`src/rtl/i2c_burst_rx_pkg.sv`:
```
package i2c_burst_rx_pkg;
    typedef enum logic [1:0] {
        RX_IDLE,
        RX_SHIFT,
        RX_ACK_SETUP,
        RX_ACK_HOLD
    } rx_state_e;
endpackage

```
`src/rtl/rxb_sync_edge.sv`:
```
module rxb_sync_edge (
    input  logic clk,
    input  logic rst_n,
    input  logic scl_i,
    input  logic sda_i,
    output logic scl_rise,
    output logic scl_fall,
    output logic sda_s
);
    logic [2:0] scl_q;
    logic [1:0] sda_q;

    // bus idles high, so the synchronisers reset to 1
    always_ff @(posedge clk or negedge rst_n) begin
        if (!rst_n) begin
            scl_q <= '1;
            sda_q <= '1;
        end else begin
            scl_q <= {scl_q[1:0], scl_i};
            sda_q <= {sda_q[0], sda_i};
        end
    end

    assign scl_rise = scl_q[1] & ~scl_q[2];
    assign scl_fall = ~scl_q[1] & scl_q[2];
    assign sda_s    = sda_q[1];
endmodule

```
`src/rtl/rxb_fifo.sv`:
```
module rxb_fifo #(
    parameter int DEPTH = 64,
    parameter int W     = 8
) (
    input  logic         clk,
    input  logic         rst_n,
    input  logic         push,
    input  logic [W-1:0] push_data,
    input  logic         pop,
    output logic [W-1:0] head,
    output logic         empty,
    output logic         full
);
    localparam int AW = $clog2(DEPTH);

    logic [W-1:0]  mem [DEPTH];
    logic [AW-1:0] wptr_q, rptr_q;
    logic [AW:0]   level_q;
    logic          push_ok, pop_ok;

    assign empty   = (level_q == '0);
    assign full    = (level_q == (AW+1)'(DEPTH));
    assign push_ok = push & ~full;
    assign pop_ok  = pop & ~empty;
    assign head    = mem[rptr_q];

    always_ff @(posedge clk) begin
        if (push_ok) mem[wptr_q] <= push_data;
    end

    always_ff @(posedge clk or negedge rst_n) begin
        if (!rst_n) begin
            wptr_q  <= '0;
            rptr_q  <= '0;
            level_q <= '0;
        end else begin
            if (push_ok) wptr_q <= (wptr_q == AW'(DEPTH-1)) ? '0 : wptr_q + 1'b1;
            if (pop_ok)  rptr_q <= (rptr_q == AW'(DEPTH-1)) ? '0 : rptr_q + 1'b1;
            level_q <= level_q + (AW+1)'(push_ok) - (AW+1)'(pop_ok);
        end
    end

    // the engine never delivers a byte into a full FIFO
    p_no_overflow_r12: assert property (@(posedge clk) disable iff (!rst_n)
        full |-> !push);

    // an accepted pop lowers the level by one unless a push coincides
    p_pop_level_r9: assert property (@(posedge clk) disable iff (!rst_n)
        (pop && !empty && !push) |=> (level_q == $past(level_q) - 1'b1));
endmodule

```
`src/rtl/i2c_burst_rx.sv`:
```
module i2c_burst_rx
    import i2c_burst_rx_pkg::*;
#(
    parameter int FIFO_DEPTH = 64,
    parameter int DATA_W     = 8
) (
    input  logic              clk,
    input  logic              rst_n,
    input  logic              cfg_wr,
    input  logic [7:0]        cfg_wdata,
    input  logic              done_clr,
    input  logic              irq_en,
    input  logic              rd_pop,
    output logic [DATA_W-1:0] rd_data,
    output logic              rx_empty_o,
    input  logic              scl_i,
    input  logic              sda_i,
    output logic              sda_pull_o,
    output logic              busy_o,
    output logic              rd_done_o,
    output logic              irq_o
);
    localparam int CNT_W   = $clog2(FIFO_DEPTH) + 1;
    localparam int NAK_BIT = CNT_W;
    localparam int BIT_W   = $clog2(DATA_W);

    rx_state_e          state_q, state_d;
    logic [CNT_W-1:0]   remain_q, req_cnt, clip_cnt;
    logic               nak_q, done_q;
    logic [DATA_W-1:0]  shreg_q, byte_in;
    logic [BIT_W-1:0]   bitcnt_q;
    logic               scl_rise, scl_fall, sda_s;
    logic               accept, last_byte, push, fifo_full;

    rxb_sync_edge u_sync (
        .clk     (clk),
        .rst_n   (rst_n),
        .scl_i   (scl_i),
        .sda_i   (sda_i),
        .scl_rise(scl_rise),
        .scl_fall(scl_fall),
        .sda_s   (sda_s)
    );

    assign req_cnt   = cfg_wdata[CNT_W-1:0];
    assign clip_cnt  = (req_cnt > CNT_W'(FIFO_DEPTH)) ? CNT_W'(FIFO_DEPTH) : req_cnt;
    assign accept    = cfg_wr && (state_q == RX_IDLE);
    assign last_byte = (remain_q == CNT_W'(1));
    assign byte_in   = {shreg_q[DATA_W-2:0], sda_s};
    assign push      = (state_q == RX_SHIFT) && scl_rise && (bitcnt_q == BIT_W'(DATA_W-1));

    // state register
    always_ff @(posedge clk or negedge rst_n) begin
        if (!rst_n) state_q <= RX_IDLE;
        else        state_q <= state_d;
    end

    always_comb begin
        state_d = state_q;
        unique case (state_q)
            RX_IDLE:      if (accept && clip_cnt != '0) state_d = RX_SHIFT;
            RX_SHIFT:     if (push) state_d = RX_ACK_SETUP;
            RX_ACK_SETUP: if (scl_fall) state_d = RX_ACK_HOLD;
            RX_ACK_HOLD:  if (scl_fall) state_d = last_byte ? RX_IDLE : RX_SHIFT;
            default:      state_d = RX_IDLE;
        endcase
    end

    // burst datapath
    always_ff @(posedge clk or negedge rst_n) begin
        if (!rst_n) begin
            remain_q <= '0;
            nak_q    <= 1'b0;
            done_q   <= 1'b0;
            shreg_q  <= '0;
            bitcnt_q <= '0;
        end else begin
            if (done_clr) done_q <= 1'b0;
            if (accept) begin
                remain_q <= clip_cnt;
                nak_q    <= cfg_wdata[NAK_BIT];
                bitcnt_q <= '0;
                done_q   <= (clip_cnt == '0);
            end
            if (state_q == RX_SHIFT && scl_rise) begin
                shreg_q  <= byte_in;
                bitcnt_q <= bitcnt_q + 1'b1;
            end
            if (state_q == RX_ACK_HOLD && scl_fall) begin
                remain_q <= remain_q - 1'b1;
                if (last_byte) done_q <= 1'b1;
            end
        end
    end

    // outputs
    always_comb begin
        busy_o     = (state_q != RX_IDLE);
        sda_pull_o = (state_q == RX_ACK_HOLD) && !(nak_q && last_byte);
        rd_done_o  = done_q;
        irq_o      = done_q & irq_en;
    end

    rxb_fifo #(.DEPTH(FIFO_DEPTH), .W(DATA_W)) u_fifo (
        .clk      (clk),
        .rst_n    (rst_n),
        .push     (push),
        .push_data(byte_in),
        .pop      (rd_pop),
        .head     (rd_data),
        .empty    (rx_empty_o),
        .full     (fifo_full)
    );

    // the acknowledge drive only turns on at an SCL falling edge
    p_pull_on_fall_r4: assert property (@(posedge clk) disable iff (!rst_n)
        $rose(sda_pull_o) |-> $past(scl_fall));

    // it only turns off at an SCL falling edge
    p_release_on_fall_r4: assert property (@(posedge clk) disable iff (!rst_n)
        $fell(sda_pull_o) |-> $past(scl_fall));

    // a zero count completes without a burst
    p_zero_count_r7: assert property (@(posedge clk) disable iff (!rst_n)
        (cfg_wr && !busy_o && cfg_wdata[CNT_W-1:0] == '0) |=> (rd_done_o && !busy_o));

    // a non-zero count starts a burst and clears completion
    p_start_r2: assert property (@(posedge clk) disable iff (!rst_n)
        (cfg_wr && !busy_o && cfg_wdata[CNT_W-1:0] != '0) |=> (busy_o && !rd_done_o));

    // completion is never shown while a burst runs
    p_done_idle_r6: assert property (@(posedge clk) disable iff (!rst_n)
        rd_done_o |-> !busy_o);

    // a write during a burst leaves the NAK choice untouched
    p_ignore_busy_r8: assert property (@(posedge clk) disable iff (!rst_n)
        (cfg_wr && busy_o) |=> $stable(nak_q));

    // storage never fills while a byte is still due
    p_room_left_r12: assert property (@(posedge clk) disable iff (!rst_n)
        (state_q == RX_SHIFT) |-> !fifo_full);
endmodule

```
`config.mk`:
```
export PLATFORM = sky130hd
export DESIGN_NAME = i2c_burst_rx
export DESIGN_NICKNAME = d
export VERILOG_FILES = /design/src/rtl/i2c_burst_rx_pkg.sv /design/src/rtl/rxb_sync_edge.sv /design/src/rtl/rxb_fifo.sv /design/src/rtl/i2c_burst_rx.sv
export SDC_FILE = /design/constraint.sdc
export NUM_CORES = 1
export LEC_CHECK = 0
export BUFFER_PORTS_ARGS = -buffer_cell sky130_fd_sc_hd__clkbuf_2
export CELL_PAD_IN_SITES_DETAIL_PLACEMENT = 0
export CELL_PAD_IN_SITES_GLOBAL_PLACEMENT = 2
export CORE_ASPECT_RATIO = 1.4
export CORE_MARGIN = 1.5
export CORE_UTILIZATION = 43
export CTS_BUF_LIST = sky130_fd_sc_hd__clkbuf_16
export DETAILED_ROUTE_END_ITERATION = 12
export PLACE_DENSITY = 0.7
export SLEW_MARGIN = 10
export SYNTH_ARGS = -nofsm -noshare
export SYNTH_HDL_FRONTEND = slang
export SYNTH_SLANG_ARGS = --single-unit
```
`constraint.sdc`:
```
create_clock -name clk -period 3.2 [get_ports clk]
set_clock_uncertainty 0.05 [all_clocks]
set_input_delay 0.48 -clock clk [delete_from_list [all_inputs] [get_ports clk]]
set_output_delay 0.48 -clock clk [all_outputs]
set_load 0.02 [all_outputs]
```
==> key figures <==
Worst setup path
  – Worst R2R Path Depth: 8
  – Crit Path Max Fanout: 7
  – Worst EP required: approximately 2.7 ns
  – Worst setup EP type: primary output
  – Worst reg-to-reg setup slack: around 0.23 ns
  – Crit path kind: reg2out
  – Worst Setup Start Kind: flop
  – Arr. time, crit path: between 2 and 3 ns

CTS
  – Clock sinks: ~560
  – CTS tree: yes
  – CTS buffer count: 52
  – H-tree levels: 2
  – Clk_lat worst skew: 0.58 ns
  – Clock Tree Buf Depth: 3
  – Clock transition at path regs: 0.06 ns
  – Root Buffer: clkbuf_16

Pwr
  – Peak supply drop: 684 uV
  – Leakage: slightly above 0.009 uW
  – Pwr dens: 848 nW/um^2

Yosys
  – Yosys cell types: 65
  – Syn_area_per_cell: 18.4 um^2
  – Post-synth EDFFs: 512
  – Sequential area share after synthesis: between 70% and 80%
  – Synth Instances: 1,218
  – Fraction of registers with async set/reset: 8.08%
  – Flops & latches, synth: 557
  – Main flop type after synthesis: edfxtp_1
  – Syn nets: roughly 1,300
  – Mapped Area: 22,400 um^2
  – Synth warn: 0

GRT
  – Gr usage total: 20.3%
  – Vias in the first global route: between 10,000 and 15,000
  – Largest net degree at the start of global routing: 66
  – Initial antenna violation count: 1
  – First-pass GRT wire length: 79,000 um
  – Grt ovf: 0

Route
  – First-pass DRT Iterations: 5
  – Via Count: 11,700
  – Residual DRC count: 0
  – Post-route ant nets: 0
  – Initial DRC count: between 800 and 900
  – Wire length per cell: 25.4 um
  – Final WL: 53,000 um
  – Via-to-Cell Ratio: 5.59

Status
  – Status: complete, but fails checks
  – Violated checks: negative setup slack

Die
  – Die width: roughly 200 um
  – Die height: approximately 270 um
  – Row Count: about 100
  – Core outline area: 51,300 um^2
  – Initial Utilization: between 40% and 50%
  – Die area: about 53,000 um^2
  – # IOs: 29

STA
  – Worst slew margin: a little over a fifth
  – Final slew viol count: 0
  – Setup violators final: 8
  – Final Cycle Share: 105%
  – RSZ-0062 raised after global routing: true
  – Worst-Margin Slew: 1.17 ns
  – Max Clk Rate: approximately 300 MHz
  – Setup ws final: -0.153 ns
  – Final Hold Violating Endpoints: 0
  – Tmin final: 3.35 ns

Hold path
  – Min-Delay Path Depth: 2
  – Hold WC Path Type: in2reg

Job
  – Max-cap violations: 0

Finish
  – Ratio of cells with drive above 1 in the final layout: 32.0%
  – Antenna diodes: 0
  – Final Net Count: 1,433
  – Final core occ: 51.9%
  – Fillers: between 4,000 and 5,000
  – Final cell count without fillers: 2,089
  – Cell area after layout: 26,600 um^2
  – Area Overhead vs Synth: 18.9%

Placement
  – Dpl cells: between 1,500 and 2,000
  – Port Buffers: 28
  – Placed cell areas: 24,100 um^2
  – Post-DP HPWL: about 34,000 um
  – Final GP Congestion: 0.775
  – Worst slack, placed: about 0.015 ns
## cells in the mapped netlist, drive strengths merged, types with 12 or more instances
library cell | instances | area [um^2]
inv | 17 | 63.8
dfrtp | 40 | 1000
a22oi | 21 | 158
mux2 | 18 | 203
clkbuf | 18 | 67.6
nand2 | 92 | 345
nor2 | 84 | 323
mux2i | 33 | 330
ha | 20 | 250
nor2b | 12 | 75.1
o21ai | 20 | 100
nand3 | 28 | 140
mux4 | 105 | 2390
edfxtp | 512 | 15400
a21oi | 27 | 135
buf | 45 | 342
## logic make-up (layout without fill, tap and decap cells)
group,Yosys count,in the layout,synth area share [%]
AO/OA/AOI/OAI,131,131,4.09
XOR/XNOR,11,11,0.431
adder cells (fa/ha/maj),21,21,1.21
buffers and inverters,80,301,2.11
flip-flops,557,557,73.8
multiplexers,156,156,13.1
AND/OR/NAND/NOR,262,262,5.30
## critical path, cell delays in order (launching register included)
cell,delay (ns)
dfrtp_4,0.51
buf_12,0.17
buf_16,0.15
buf_12,0.14
mux4_2,0.30
a22oi_2,0.23
nand3_2,0.13
o21ai_1,0.15
buf_4,0.18
o311ai_4,0.11
buf_6,0.15
## metal layers
layer	up-vias	track usage [%]	share of wire [%]
met5	-	0	0
met4	0	6.90	3.4
met3	86	2.44	3.4
met2	239	36.8	53
met1	6139	25.3	40
li1	5219	-	-
## through the flow
| step | TNS, ns | power [uW] | hold WS [ns] |
|---|---|---|---|
| after floorplan | 0 | 13200 | 0.134 |
| after global placement | -0.00602 | 15500 | 0.296 |
| after detailed placement | 0 | 15600 | 0.297 |
| after CTS | -1.21 | 22500 | 0.0577 |
| after global routing | -1.47 | 23500 | 0.0758 |
| final | -0.935 | 22600 | 0.0843 |
## final timing paths
path | start | endpoint
setup / recovery | u_fifo.rptr_q[1]$_DFFE_PN0P_ | rd_data[5]
hold / removal | cfg_wdata[7] | nak_q$_DFFE_PN0P_
setup reg to reg | state_q[1]$_DFFE_PN0P_ | u_fifo.mem[59][5]$_DFFE_PP_
hold reg to reg | u_sync.sda_q[0]$_DFF_PN1_ | u_sync.sda_q[1]$_DFF_PN1_
max in group asynchronous | rst_n | u_sync.scl_q[1]$_DFF_PN1_
min in group asynchronous | rst_n | u_fifo.level_q[1]$_DFF_PN0_
## sequential cells by signal, indices dropped and copies added (netlist names), 3 cells and up
signal          cells
bitcnt_q            3
remain_q            7
shreg_q             7
u_fifo.level_q      7
u_fifo.mem        512
u_fifo.rptr_q       6
u_fifo.wptr_q       6
u_sync.scl_q        3
## where the power goes
part	switching (uW)	total [uW]	leakage (uW)	internal [uW]
Sequential	704	9540	0.00521	8840
Clock	2640	6090	0.000867	3450
Combinational	3740	6920	0.00299	3180
Total	7080	22600	0.00907	15500
## layout make-up
type	instances	area (um^2)	share of cell area [%]
Clock buffer	54	1350	5.08
Clock inverter	43	332	1.25
Inverter	17	63.8	0.240
Multi-Input combinational cell	581	5820	21.9
Sequential cell	557	16500	62.2
Tap cell	650	813	3.06
Timing Repair Buffer	187	1690	6.34
## timing repair
action / 4_1_cts / 5_1_grt
resized for setup: 77 / 45
pin swaps: 21 / 21
endpoints found under the hold margin: 12 / 0
hold buffers: 3 / 0
gates cloned: 4 / 0
buffers inserted: 12 / 5
setup endpoints to repair: 8 / 8
## cell usage in the layout (no fill, tap or decap), drive strengths merged, types with 6 or more instances in the layout
cell type | netlist | final
mux2 | 18 | 18
mux2i | 33 | 33
buf | 45 | 161
dfrtp | 40 | 40
nor2 | 84 | 84
nor3 | 9 | 9
inv | 17 | 30
o211ai | 6 | 6
a21oi | 27 | 27
o22ai | 6 | 6
xor2 | 6 | 6
mux4 | 105 | 105
nand2 | 92 | 92
nor2b | 12 | 12
ha | 20 | 20
and3 | 6 | 6
o2111ai | 10 | 10
clkinv | 0 | 22
a22oi | 21 | 21
clkbuf | 18 | 76
edfxtp | 512 | 512
or3 | 6 | 6
o21ai | 20 | 20
nand3 | 28 | 28
Note: power is estimated with default switching activity, not from simulation.
